## config.mk

```make
export PLATFORM = sky130hd
export DESIGN_NAME = cfg_boot_loader
export DESIGN_NICKNAME = d
export VERILOG_FILES = /design/src/rtl/cfgld_pkg.sv /design/src/rtl/cfgld_seq.sv /design/src/rtl/cfgld_addr_gen.sv /design/src/rtl/cfgld_bank.sv /design/src/rtl/cfg_boot_loader.sv
export SDC_FILE = /design/constraint.sdc
export NUM_CORES = 1
export LEC_CHECK = 0
export ABC_CLOCK_PERIOD_IN_PS = 1200
export BUFFER_PORTS_ARGS = -buffer_cell sky130_fd_sc_hd__buf_2
export CAP_MARGIN = 0
export CORE_ASPECT_RATIO = 0.5
export CORE_MARGIN = 2
export CORE_UTILIZATION = 39
export CTS_CLUSTER_DIAMETER = 80
export DETAILED_ROUTE_END_ITERATION = 10
export HOLD_SLACK_MARGIN = 0.05
export PLACE_DENSITY = 0.87
export RECOVER_POWER = 25
export SYNTH_ARGS = -nofsm -noshare
export SYNTH_HDL_FRONTEND = slang
export SYNTH_SLANG_ARGS = --single-unit
```

## constraint.sdc

```tcl
create_clock -name clk_i -period 1.2 [get_ports clk_i]
set_input_delay 0.24 -clock clk_i [delete_from_list [all_inputs] [get_ports clk_i]]
set_output_delay 0.24 -clock clk_i [all_outputs]
set_load 0.01 [all_outputs]
```

## src/rtl/cfgld_pkg.sv

```systemverilog
package cfgld_pkg;

   typedef enum logic [1:0] {
      LD_IDLE  = 2'd0,
      LD_FETCH = 2'd1,
      LD_DONE  = 2'd2
   } ld_state_e;

   function automatic int idx_width(input int n);
      return (n > 1) ? $clog2(n) : 1;
   endfunction

endpackage

```

## src/rtl/cfgld_seq.sv

```systemverilog
module cfgld_seq
   import cfgld_pkg::*;
#(
   parameter int NUM_CFG = 2,
   parameter int IDX_W   = 1
) (
   input  logic             clk_i,
   input  logic             rst_ni,
   input  logic             mode_i,
   input  logic             rd_ready_i,
   output logic             rd_req_o,
   output logic [IDX_W-1:0] idx_o,
   output logic             mode_q_o,
   output logic             cap_o,
   output logic             done_o
);

   localparam logic [IDX_W-1:0] LAST_IDX = IDX_W'(NUM_CFG - 1);

   ld_state_e        state_q;
   logic [IDX_W-1:0] idx_q;
   logic             mode_q;

   always_ff @(posedge clk_i or negedge rst_ni) begin
      if (!rst_ni) begin
         state_q <= LD_IDLE;
         idx_q   <= '0;
         mode_q  <= 1'b0;
      end else begin
         case (state_q)
            LD_IDLE: begin
               mode_q  <= mode_i;
               idx_q   <= '0;
               state_q <= LD_FETCH;
            end
            LD_FETCH: begin
               if (rd_ready_i) begin
                  if (idx_q == LAST_IDX) state_q <= LD_DONE;
                  else                   idx_q   <= idx_q + 1'b1;
               end
            end
            default: state_q <= LD_DONE;
         endcase
      end
   end

   assign rd_req_o = (state_q == LD_FETCH);
   assign cap_o    = (state_q == LD_FETCH) && rd_ready_i;
   assign done_o   = (state_q == LD_DONE);
   assign idx_o    = idx_q;
   assign mode_q_o = mode_q;

   assert_hold_req_R3: assert property (@(posedge clk_i) disable iff (!rst_ni)
      (rd_req_o && !rd_ready_i) |=> (rd_req_o && $stable(idx_o)));

   assert_mode_frozen_R6: assert property (@(posedge clk_i) disable iff (!rst_ni)
      (state_q != LD_IDLE) |=> $stable(mode_q_o));

   assert_done_sticky_R9: assert property (@(posedge clk_i) disable iff (!rst_ni)
      done_o |=> (done_o && !rd_req_o));

endmodule

```

## src/rtl/cfgld_addr_gen.sv

```systemverilog
module cfgld_addr_gen #(
   parameter int              ADDR_W    = 16,
   parameter int              IDX_W     = 1,
   parameter int              STRIDE    = 2,
   parameter bit              PROG_EN   = 1'b1,
   parameter logic [ADDR_W-1:0] NORM_BASE = 16'h2018,
   parameter logic [ADDR_W-1:0] PROG_BASE = 16'h0018
) (
   input  logic              mode_i,
   input  logic [IDX_W-1:0]  idx_i,
   output logic [ADDR_W-1:0] addr_o
);

   logic [ADDR_W-1:0] base;

   generate
      if (PROG_EN) begin : g_dual_base
         assign base = mode_i ? PROG_BASE : NORM_BASE;
      end else begin : g_single_base
         logic unused_mode;
         assign unused_mode = mode_i;
         assign base        = NORM_BASE;
      end
   endgenerate

   assign addr_o = base + (ADDR_W'(idx_i) * ADDR_W'(STRIDE));

endmodule

```

## src/rtl/cfgld_bank.sv

```systemverilog
module cfgld_bank #(
   parameter int              DATA_W  = 8,
   parameter int              NUM_CFG = 2,
   parameter int              IDX_W   = 1,
   parameter logic [DATA_W-1:0] SAFE_VAL = '1
) (
   input  logic                      clk_i,
   input  logic                      rst_ni,
   input  logic                      load_en_i,
   input  logic [IDX_W-1:0]          load_idx_i,
   input  logic [DATA_W-1:0]         load_data_i,
   input  logic                      locked_i,
   output logic [NUM_CFG*DATA_W-1:0] cfg_o
);

   generate
      for (genvar i = 0; i < NUM_CFG; i++) begin : g_byte
         logic [DATA_W-1:0] q;
         always_ff @(posedge clk_i or negedge rst_ni) begin
            if (!rst_ni)
               q <= SAFE_VAL;
            else if (load_en_i && !locked_i && (load_idx_i == IDX_W'(i)))
               q <= load_data_i;
         end
         assign cfg_o[i*DATA_W +: DATA_W] = q;
      end
   endgenerate

   assert_frozen_R9: assert property (@(posedge clk_i) disable iff (!rst_ni)
      locked_i |=> $stable(cfg_o));

endmodule

```

## src/rtl/cfg_boot_loader.sv

```systemverilog
module cfg_boot_loader
   import cfgld_pkg::*;
#(
   parameter int              ADDR_W    = 16,
   parameter int              DATA_W    = 8,
   parameter int              NUM_CFG   = 2,
   parameter int              STRIDE    = 2,
   parameter bit              PROG_EN   = 1'b1,
   parameter logic [ADDR_W-1:0] NORM_BASE = 16'h2018,
   parameter logic [ADDR_W-1:0] PROG_BASE = 16'h0018,
   parameter logic [ADDR_W-1:0] BOOT_ADDR = 16'h2080
) (
   input  logic                      clk_i,
   input  logic                      rst_ni,
   input  logic                      prog_mode_i,
   input  logic [DATA_W-1:0]         rd_data_i,
   input  logic                      rd_ready_i,
   input  logic                      cfg_wr_try_i,
   output logic [ADDR_W-1:0]         rd_addr_o,
   output logic                      rd_req_o,
   output logic [NUM_CFG*DATA_W-1:0] cfg_o,
   output logic                      load_done_o,
   output logic [ADDR_W-1:0]         fetch_addr_o,
   output logic                      lock_viol_o
);

   localparam int IDX_W = idx_width(NUM_CFG);

   generate
      if (ADDR_W < 2 || DATA_W < 1 || NUM_CFG < 1 || STRIDE < 1) begin : g_bad_params
         $error("cfg_boot_loader: illegal parameter set");
      end
   endgenerate

   logic [IDX_W-1:0] idx;
   logic             mode_q;
   logic             cap;
   logic             done;
   logic             viol_q;

   cfgld_seq #(
      .NUM_CFG (NUM_CFG),
      .IDX_W   (IDX_W)
   ) seq_i (
      .clk_i      (clk_i),
      .rst_ni     (rst_ni),
      .mode_i     (prog_mode_i),
      .rd_ready_i (rd_ready_i),
      .rd_req_o   (rd_req_o),
      .idx_o      (idx),
      .mode_q_o   (mode_q),
      .cap_o      (cap),
      .done_o     (done)
   );

   cfgld_addr_gen #(
      .ADDR_W    (ADDR_W),
      .IDX_W     (IDX_W),
      .STRIDE    (STRIDE),
      .PROG_EN   (PROG_EN),
      .NORM_BASE (NORM_BASE),
      .PROG_BASE (PROG_BASE)
   ) addr_i (
      .mode_i (mode_q),
      .idx_i  (idx),
      .addr_o (rd_addr_o)
   );

   cfgld_bank #(
      .DATA_W  (DATA_W),
      .NUM_CFG (NUM_CFG),
      .IDX_W   (IDX_W)
   ) bank_i (
      .clk_i       (clk_i),
      .rst_ni      (rst_ni),
      .load_en_i   (cap),
      .load_idx_i  (idx),
      .load_data_i (rd_data_i),
      .locked_i    (done),
      .cfg_o       (cfg_o)
   );

   always_ff @(posedge clk_i or negedge rst_ni) begin
      if (!rst_ni) viol_q <= 1'b0;
      else         viol_q <= done && cfg_wr_try_i;
   end

   assign load_done_o  = done;
   assign lock_viol_o  = viol_q;
   assign fetch_addr_o = done ? BOOT_ADDR : '0;

   assert_viol_only_locked_R10: assert property (@(posedge clk_i) disable iff (!rst_ni)
      lock_viol_o |-> load_done_o);

   assert_done_after_ready_R8: assert property (@(posedge clk_i) disable iff (!rst_ni)
      $rose(load_done_o) |-> $past(rd_ready_i && rd_req_o));

   assert_no_req_when_done_R8: assert property (@(posedge clk_i) disable iff (!rst_ni)
      load_done_o |-> !rd_req_o);

endmodule

```

Word-level counts from Yosys, hierarchy flattened
Cells that the tools add are included.
{ "totals": {"reg_bits": 21, "latchBits": 0, "mem_bits_rw": 0, "mem_bits_ro": 0, "input_bits": 13, "out_inout_bits": 51, "elab_cells": 31, "memories": 0} }
{ "op_classes": {"n_addsub": 2, "n_mul": 0, "div": 0, "order_cmp": 0, "n_eq_ne": 4, "shifts": 0, "n_mux": 8, "bitwise": 1, "reduce_logical": 10} }
{ "op_table": {"columns": ["cell", "n"], "rows": [
  ["14-bit 2-to-1 mux", 2],
  ["16-bit by 2-bit adder with 16-bit output", 1],
  ["1-bit logical AND", 5],
  ["2-bit 2-to-1 mux", 2],
  ["2-bit case mux with 2 select lines", 1],
  ["2-bit AND reduction", 2],
  ["2-bit by 1-bit equality test with 1-bit output, second input constant", 1],
  ["2-bit equality test, second input constant", 1],
  ["2-bit logical NOT", 1],
  ["1-bit 2-to-1 mux", 2],
  ["2-bit by 1-bit inequality test with 1-bit output, second input constant", 1],
  ["2-bit inequality test, second input constant", 1],
  ["1-bit case mux with 2 select lines", 1],
  ["2-bit nonzero test", 1],
  ["1-bit adder, second input constant", 1],
  ["1-bit logical NOT", 1],
  ["1-bit NOT", 1]
]} }

Depth between registers and ports, before layout
Gate-level depths: netlist of the first run.
{ "depth": {"ltp_word": 4, "mapped_depth": 3, "depth_no_buf": 2} }

Cells and area by module
Synthesis of the first run repeated with hierarchy kept, for this count alone.
{ "unflattened": {"cells_unflattened": 85, "area_unflattened_um2": 1077.3} }
{ "modules_own_cells": {"columns": ["module", "n_inst", "cells_each", "area_each_um2", "seq_area_each_um2"], "rows": [
  ["cfgld_bank", 1, 34, 630.6, 420.4],
  ["cfgld_seq", 1, 14, 167.7, 100.1],
  ["cfg_boot_loader", 1, 19, 155.1, 25.0],
  ["cfgld_addr_gen", 1, 18, 123.9, 0.0]
]} }

Worst setup path before layout of the first run
No wires, ideal clock.
{ "synth_timing": {"path_kind": "register to register", "startpoint": "register seq_i.state_q[1]", "endpoint": "register bank_i.g_byte[0].q[0]", "setup_ns": 0.082, "t_arrival_ns": 1.115, "t_required_ns": 1.118, "path_slack_ns": 0.003, "stages_incl_launch_ff": 4, "n_path_buf": 1, "synth_period_minus_slack_ns": 1.197, "path_cell_list": "dfrtp_1 and4bb_1 buf_6 mux2_4"} }
{ "synth_between": {"elab_chain_len": 4, "word_cells_on_any_way": 6, "classes_between": "2 x eq/ne; 4 x reduce/logical"} }
{ "synth_lines": {"columns": ["element", "line", "source"], "rows": [
  ["from (decl)", "cfgld_seq.sv:20", "ld_state_e state_q;"],
  ["from (signal assigned)", "cfgld_seq.sv:26", "state_q <= LD_IDLE;"],
  ["from (signal assigned)", "cfgld_seq.sv:34", "state_q <= LD_FETCH;"],
  ["from (signal assigned)", "cfgld_seq.sv:38", "if (idx_q == LAST_IDX) state_q <= LD_DONE;"],
  ["2-bit by 1-bit equality test with 1-bit output / 2-bit equality test (equally long branches)", "cfgld_seq.sv:48, cfgld_seq.sv:49", null],
  ["1-bit logical AND / 1-bit logical NOT (equally long branches)", "cfgld_seq.sv:48, cfgld_bank.sv:22", null],
  ["1-bit logical AND * (2 in a row)", "cfgld_bank.sv:22", "else if (load_en_i && !locked_i && (load_idx_i == IDX_W'(i)))"],
  ["to (signal assigned)", "cfgld_bank.sv:23", "q <= load_data_i;"],
  ["to (decl)", "cfgld_bank.sv:18", "logic [DATA_W-1:0] q;"]
]} }
Mark *: on every way between the ends. The rest lies on a longest branch, timed or not.
A chain may end at the register's enable or synchronous reset.

Final worst setup path of the first run
{ "layout_timing": {"startpoint": "register seq_i.state_q[1]", "endpoint": "output port rd_req_o"} }
{ "layout_between": {"elab_chain_len": 1} }
{ "layout_lines": {"columns": ["element", "line", "source"], "rows": [
  ["2-bit by 1-bit equality test with 1-bit output", "cfgld_seq.sv:47", "assign rd_req_o = (state_q == LD_FETCH);"],
  ["to (decl)", "cfg_boot_loader.sv:20", "output logic rd_req_o,"]
]} }
Every way passes these cells.

==> results.toml, run 1 <==
[layout]
n_antenna_cell = 0
nFillCells = 211
final_common_cell = "buf_2"
post-route-util_pct = 51.8
syn_to_final_growth_pct = 24.1
final_cell_area_sq_um = 1360
drive_gt1_share_pct = 66.4
final_cells = 165
layout_common_cells = "buf_2 (32), conb_1 (28), dfstp_2 (16)"
layout.nets = 142

[sta]
finClkSkew_ns = 0.00587
fmax_mhz = 741
max_slew.worst_pin.slew_ns = 0.501
maxSlewViolCount = 0
finalHoldViolCount = 0
fin_crit_ns = 1.35
setup_tns_ns = -1.35
min_period_over_period_pct = 112
setup_violations = 20
relSlewSlack_pct = 66.6
rsz0062_at_grt = "yes"
holdWs_ns = 0.195
final.setup.worst_slack_ns = -0.150

[synth]
yosys_register_bits = 21
yosysWarnings = 0
yosys.area_share.xor_xnor_pct = 0
ys_seq_area_share_pct = 49.7
muxShareOfSynthArea_pct = 20.2
syn_inst = 84
synth_top_family_by_area = "buffers and inverters"
synth_compound_area_share_pct = 1.03
synth_cell_types = 17
synth-adder-area-share_pct = 0
yosys.area_share.simple_pct = 5.24
syn_area_sq_um = 1100
avgSynthCellArea_sq_um = 13.1

[route]
vias_per_cell = 4.07
wl_per_cell_um = 12.6
ant_nets = 0
drt-pass1-iter-count = 4
dr_total_vias = 672
wirelength_um = 2080
drcViolationCount = 0
drt_iter0_drc = 41

[pwr]
combPwrFrac_pct = 42.1
p_sw_mw = 0.967
power.density_nw_per_um2 = 2280
pwr-share-seq_pct = 43.1
internal_power_mw = 2.14
power_leakage_nw = 0.715
clockPowerShare_pct = 14.9
p_sw_share_pct = 31.2
ir_drop_v = 0.000600

[clocking]
root_buffer = "clkbuf_8"
cts_tree = "built"
clkTransAtPathRegs_ns = 0.08
htree_num_levels = 1
cts_sinks = 21
clk_latency_ns = 0.26
clockBufferDepth = 2
numCtsBuffers = 3

[placed_design]
dp_hpwl_um = 1410
io_buffers = 35
dp_cells = 154
placed_area_sq_um = 1220
place.gp.congestion = 0.761

[floorplanning]
die_y_um = 41.5
fp.coreArea_sq_um = 2640
ios = 64
num_rows = 13
start_util_pct = 41.7
die_w_um = 79.1
die_area_sq_um = 3280

[setup_path]
crit_buf_inv = 2
cpLargestDelayFamily = "flip-flops"
crit_path_max_fanout = 3
worst_setup_path_end_kind = "output pin"
path_cells = "buf_6 > and2b_1 > buf_2"
slowest_stage = "dfrtp_1"
critPathKind = "register to output pin"
cp-start-kind = "register"
arrival_ns = 1.11
critPathMaxStageDelay_ns = 0.41
cp.required_ns = 0.96

[global_route]
grtUsageTotal_pct = 12.7
grt_pass1_wl_um = 3110
antenna_found_initial = 0
first_global_vias = 627
grt_overflow = 0
grt_max_degree = 22

[run_status]
status = "complete, but fails checks"
violations = "setup timing"

[worst_hold_path]
hold_path.class = "input pin to register"

[job]
cap_violations = 0
-- registers in the layout, summed over array words and instances (netlist names) --
| signal | flops |
|---|---|
| seq_i.mode_q_o | 1 |
| lock_viol_o | 1 |
| bank_i.g_byte.q | 16 |
| seq_i.state_q | 2 |
| seq_i.idx_o | 1 |
-- power by group through the flow --
stage	Combinational [mW]	Clock (mW)	Sequential [mW]
final	1.31	0.461	1.34
after CTS	1.20	0.465	1.33
after global routing	1.40	0.502	1.38
after detailed placement	1.07	0	1.34
after global placement	1.03	0	1.32
after floorplan	0.596	0	1.46
-- repair_timing --
item | 4_1_cts | 5_1_grt
hold buffers | 1 | 0
cloned | 0 | 0
hold endpoints to repair | 5 | 0
pin swaps | 1 | 2
setup endpoints to repair | 20 | 23
buffers inserted | 3 | 3
gates resized for setup | 8 | 3
-- path summary, 6_finish.rpt --
| kind | start | to | slack, ns | depth (start not counted) |
|---|---|---|---|---|
| worst max-delay path | seq_i.state_q[1] | rd_req_o | -0.15 | 3 |
| worst min-delay path | cfg_wr_try_i | lock_viol_o | 0.19 | 2 |
| worst max register to register | seq_i.idx_o | bank_i.g_byte[0].q[6] | -0.07 | 3 |
| worst min register to register | seq_i.mode_q_o | seq_i.mode_q_o | 0.53 | 1 |
| max in group asynchronous | rst_ni | bank_i.g_byte[0].q[7] | 0.36 | 2 |
| min in group asynchronous | rst_ni | lock_viol_o | 0.48 | 2 |
-- cells by family after synthesis --
family	count (synthesis)
AO/OA/AOI/OAI	2
buffers and inverters	35
flip-flops	21
multiplexers	17
other	2
AND/OR/NAND/NOR	7
-- final cells by class --
type,count,area [sq um],area share (%)
Clock inverter,1,5.00,0.367
Timing Repair Buffer,46,300,22.0
Tap cell,37,46.3,3.39
Multi-Input combinational cell,54,414,30.4
Inverter,3,11.3,0.826
Sequential cell,21,546,40.0
Clock buffer,3,41.3,3.03
-- metal layers --
layer / GRT usage (%) / wire [um] / vias to the layer above
li1: - / - / 301
met1: 13.2 / 768 / 332
met2: 23.2 / 1110 / 35
met3: 4.13 / 157 / 4
met4: 6.21 / 45 / 0
met5: 0 / 0 / -
-- worst reg2reg max path, stage by stage, from the launching register on --
cell and delay, ns:
dfrtp_1 0.43, and4bb_1 0.33, buf_12 0.15, mux2_4 0.31
-- through the flow --
step                      setup WS [ns]  power (mW)
after floorplan                 0.00303        2.05
after global placement         -0.00114        2.34
after detailed placement        -0.0595        2.41
after CTS                        -0.122        3.00
after global routing             -0.190        3.28
final                            -0.150        3.10
-- cells in the mapped netlist --
library cell | instances | area (sq um)
buf_4 | 31 | 233
dfstp_2 | 16 | 420
mux2_2 | 9 | 101
mux2_4 | 8 | 120
dfrtp_1 | 5 | 125
inv_1 | 3 | 11.3
conb_1 | 2 | 7.51
a21oi_1 | 1 | 5.00
a31oi_1 | 1 | 6.26
and2_1 | 1 | 6.26
and2b_1 | 1 | 7.51
and4bb_1 | 1 | 12.5
buf_6 | 1 | 11.3
nand2b_1 | 1 | 6.26
nand4b_2 | 1 | 15.0
nor2_1 | 1 | 3.75
nor2b_1 | 1 | 6.26
Power figures use the tool's default switching activity.
==> run 2, diff against run 1 <==
CORE_UTILIZATION = 38   (was 39)
CTS_CLUSTER_DIAMETER = 120   (was 80)
PLACE_DENSITY = 0.85   (was 0.87)
SYNTH_HIERARCHICAL = 1   (was default)
==> run 2 against run 1 <==
Against the previous run: the run still ends with setup timing left; utilization is 2.4 points higher; final cell count is 0.61% higher; power is 21% lower; synthesized cell count is 1.2% higher; sequential power is 20% lower; die area is 0.60% higher; cell area is 5.2% higher; worst hold slack better by 0.0025 ns; non-clock buffer count stayed put; synthesized area is 1.9% lower; setup slack worse by 0.13 ns.
==> results.toml, run 2 <==
[setup_path]
cpLargestDelayFamily = "simple AND/OR/NAND/NOR gates"
worstReg2RegStart = "seq_i/state_q[1]"
path_cells = "nor2b_4 > and2_4 > nor3b_4 > buf_12 > mux2_4"
critPathMaxStageDelay_ns = 0.43
critPathKind = "register to register"
startpoint = "seq_i/state_q[1]"
cp-start-kind = "register"
cp.required_ns = 1.39
slowest_stage = "dfrtp_1"
crit_path_max_fanout = 8
arrival_ns = 1.67
cp.depth = 5
r2r_cells = 5
worst_setup_path_end_kind = "register"
crit_buf_inv = 1

[layout]
layout.nets = 143
largest_register_ffs = 16
final_cell_area_sq_um = 1440
post-route-util_pct = 54.1
final_cells = 166
drive_gt1_share_pct = 69.8
final_common_cell = "conb_1"
layout_common_cells = "conb_1 (28), buf_2 (26), dfstp_2 (16)"
syn_to_final_growth_pct = 33.2
top_register = "bank_i/g_byte.q"
largestRegisters = "bank_i/g_byte.q: 16 flops, seq_i/state_q: 2 flops"
n_antenna_cell = 0

[worst_hold_path]
hold_path_depth = 2
min_from = "cfg_wr_try_i"
hold_path.class = "input pin to register"

[synth]
synth_commonest_cells = "buf_4 (31), dfstp_2 (16), mux2_2 (16), dfrtp_1 (5), conb_1 (3)"
avgSynthCellArea_sq_um = 12.7
synth_ff_type = "dfstp_2"
async_reset_ff_share_pct = 100
synth_top_area_share_pct = 39.0
yosys_register_bits = 21
synth_cell_types = 16
yosysWarnings = 6
syn_area_sq_um = 1080
yosys.area.top_type = "dfstp_2"
synth_area_leaders = "dfstp_2 (39%), buf_4 (22%), mux2_2 (17%)"
yosysMostFrequentCell = "buf_4"
synth-edff-count = 0
ys_seq_area_share_pct = 50.6
syn_inst = 85

[global_route]
grt_use_met3_pct = 5.00
busiest_layer = "met2"
grt_overflow = 0
grt_pass1_wl_um = 3120
antenna_found_initial = 0
grtUsageTotal_pct = 12.5
first_global_vias = 688
met1_usage_pct = 13.1
grt_use_met2_pct = 22.5
grt_max_degree = 22

[sta]
finalHoldViolCount = 0
setup_violations = 20
rsz0062_at_grt = "yes"
min_period_over_period_pct = 124
finClkSkew_ns = 0.00157
final.setup.worst_slack_ns = -0.283
fin_crit_ns = 1.48
maxSlewViolCount = 0
fmax_mhz = 674
holdWs_ns = 0.197

[placed_design]
dp_hpwl_um = 1500
io_buffers = 35
place_ws_ns = -0.261
placed_area_sq_um = 1230
dp_cells = 157
place.gp.congestion = 0.789

[route]
drt-pass1-iter-count = 4
ant_nets = 0
drt_iter0_drc = 29
wirelength_um = 2100
drcViolationCount = 0
vias_per_cell = 4.08
dr_total_vias = 678
wl_per_cell_um = 12.7

[floorplanning]
die_area_sq_um = 3300
fp.coreArea_sq_um = 2650
num_rows = 13
die_w_um = 79.3
start_util_pct = 40.6
die_y_um = 41.7
ios = 64

[pwr]
ir_drop_v = 0.000574
p_sw_share_pct = 30.5
power_leakage_nw = 0.749
clockPowerShare_pct = 18.6
combPwrFrac_pct = 37.8
p_sw_mw = 0.746
power.density_nw_per_um2 = 1700
pwr-share-seq_pct = 43.6
internal_power_mw = 1.70

[clocking]
cts_sinks = 21
htree_num_levels = 1
numCtsBuffers = 3
clk_latency_ns = 0.26
root_buffer = "clkbuf_8"
cts_tree = "built"
clockBufferDepth = 2
clkTransAtPathRegs_ns = 0.07

[job]
cap_violations = 0

[run_status]
violations = "setup timing"
status = "complete, but fails checks"
[run 2: cell families (layout without fill, tap and decap cells)]
kind of cell | Yosys count | count (layout) | share of synthesized area [%]
flops | 21 | 21 | 50.6
other cells | 3 | 28 | 1.05
buf+inv | 34 | 53 | 22.6
mux | 17 | 17 | 18.1
compound gates | 2 | 2 | 1.28
simple gates | 8 | 8 | 6.27
[run 2: final cells by class]
cell class              count  area, sq um
inverters                   3         11.3
clock buffers               3         41.3
repair buffers             46          338
well taps                  37         46.3
fillers                   204         1220
clock inverters             1         5.00
multi-input cells          55          447
flip-flops and latches     21          547
[run 2: stage by stage]
stage	TNS (ns)	power (mW)
floorplan	-4.49	1.56
global placement	-2.76	1.73
detailed placement	-3.49	1.78
finish	-5.00	2.45
CTS	-4.38	2.39
global route	-6.02	2.58
[run 2: final timing paths]
check	endpoint	slack, ns
min in group asynchronous	seq_i/state_q[1]	0.47
setup / recovery	bank_i/g_byte[0].q[6]	-0.28
setup reg to reg	bank_i/g_byte[0].q[6]	-0.28
max in group asynchronous	seq_i/idx_o	0.38
hold / removal	lock_viol_o	0.20
hold reg to reg	seq_i/mode_q_o	0.54
[run 2: routing by layer]
layer | vias to the layer above | share of wire (%) | wire (um)
met3 | 4 | 7.3 | 153
met4 | 0 | 1.2 | 26
met1 | 339 | 37 | 782
met5 | - | 0 | 0
met2 | 35 | 54 | 1140
li1 | 300 | - | -
[run 2: timing repair]
| item | in CTS | in global routing |
|---|---|---|
| buffers inserted | 2 | 3 |
| endpoints found under the hold margin | 5 | 0 |
| gates resized for setup | 13 | 11 |
| endpoints found under the setup margin | 19 | 25 |
| hold buffers | 1 | 0 |
| pin swaps | 1 | 1 |
[run 2: power groups by stage]
stage / clock network [mW] / registers, mW / logic (mW)
5_1_grt: 0.506 / 1.09 / 0.984
4_1_cts: 0.473 / 1.05 / 0.864
6_report: 0.455 / 1.07 / 0.924
2_1_floorplan: 0 / 1.11 / 0.447
3_5_place_dp: 0 / 1.06 / 0.717
3_3_place_gp: 0 / 1.05 / 0.685
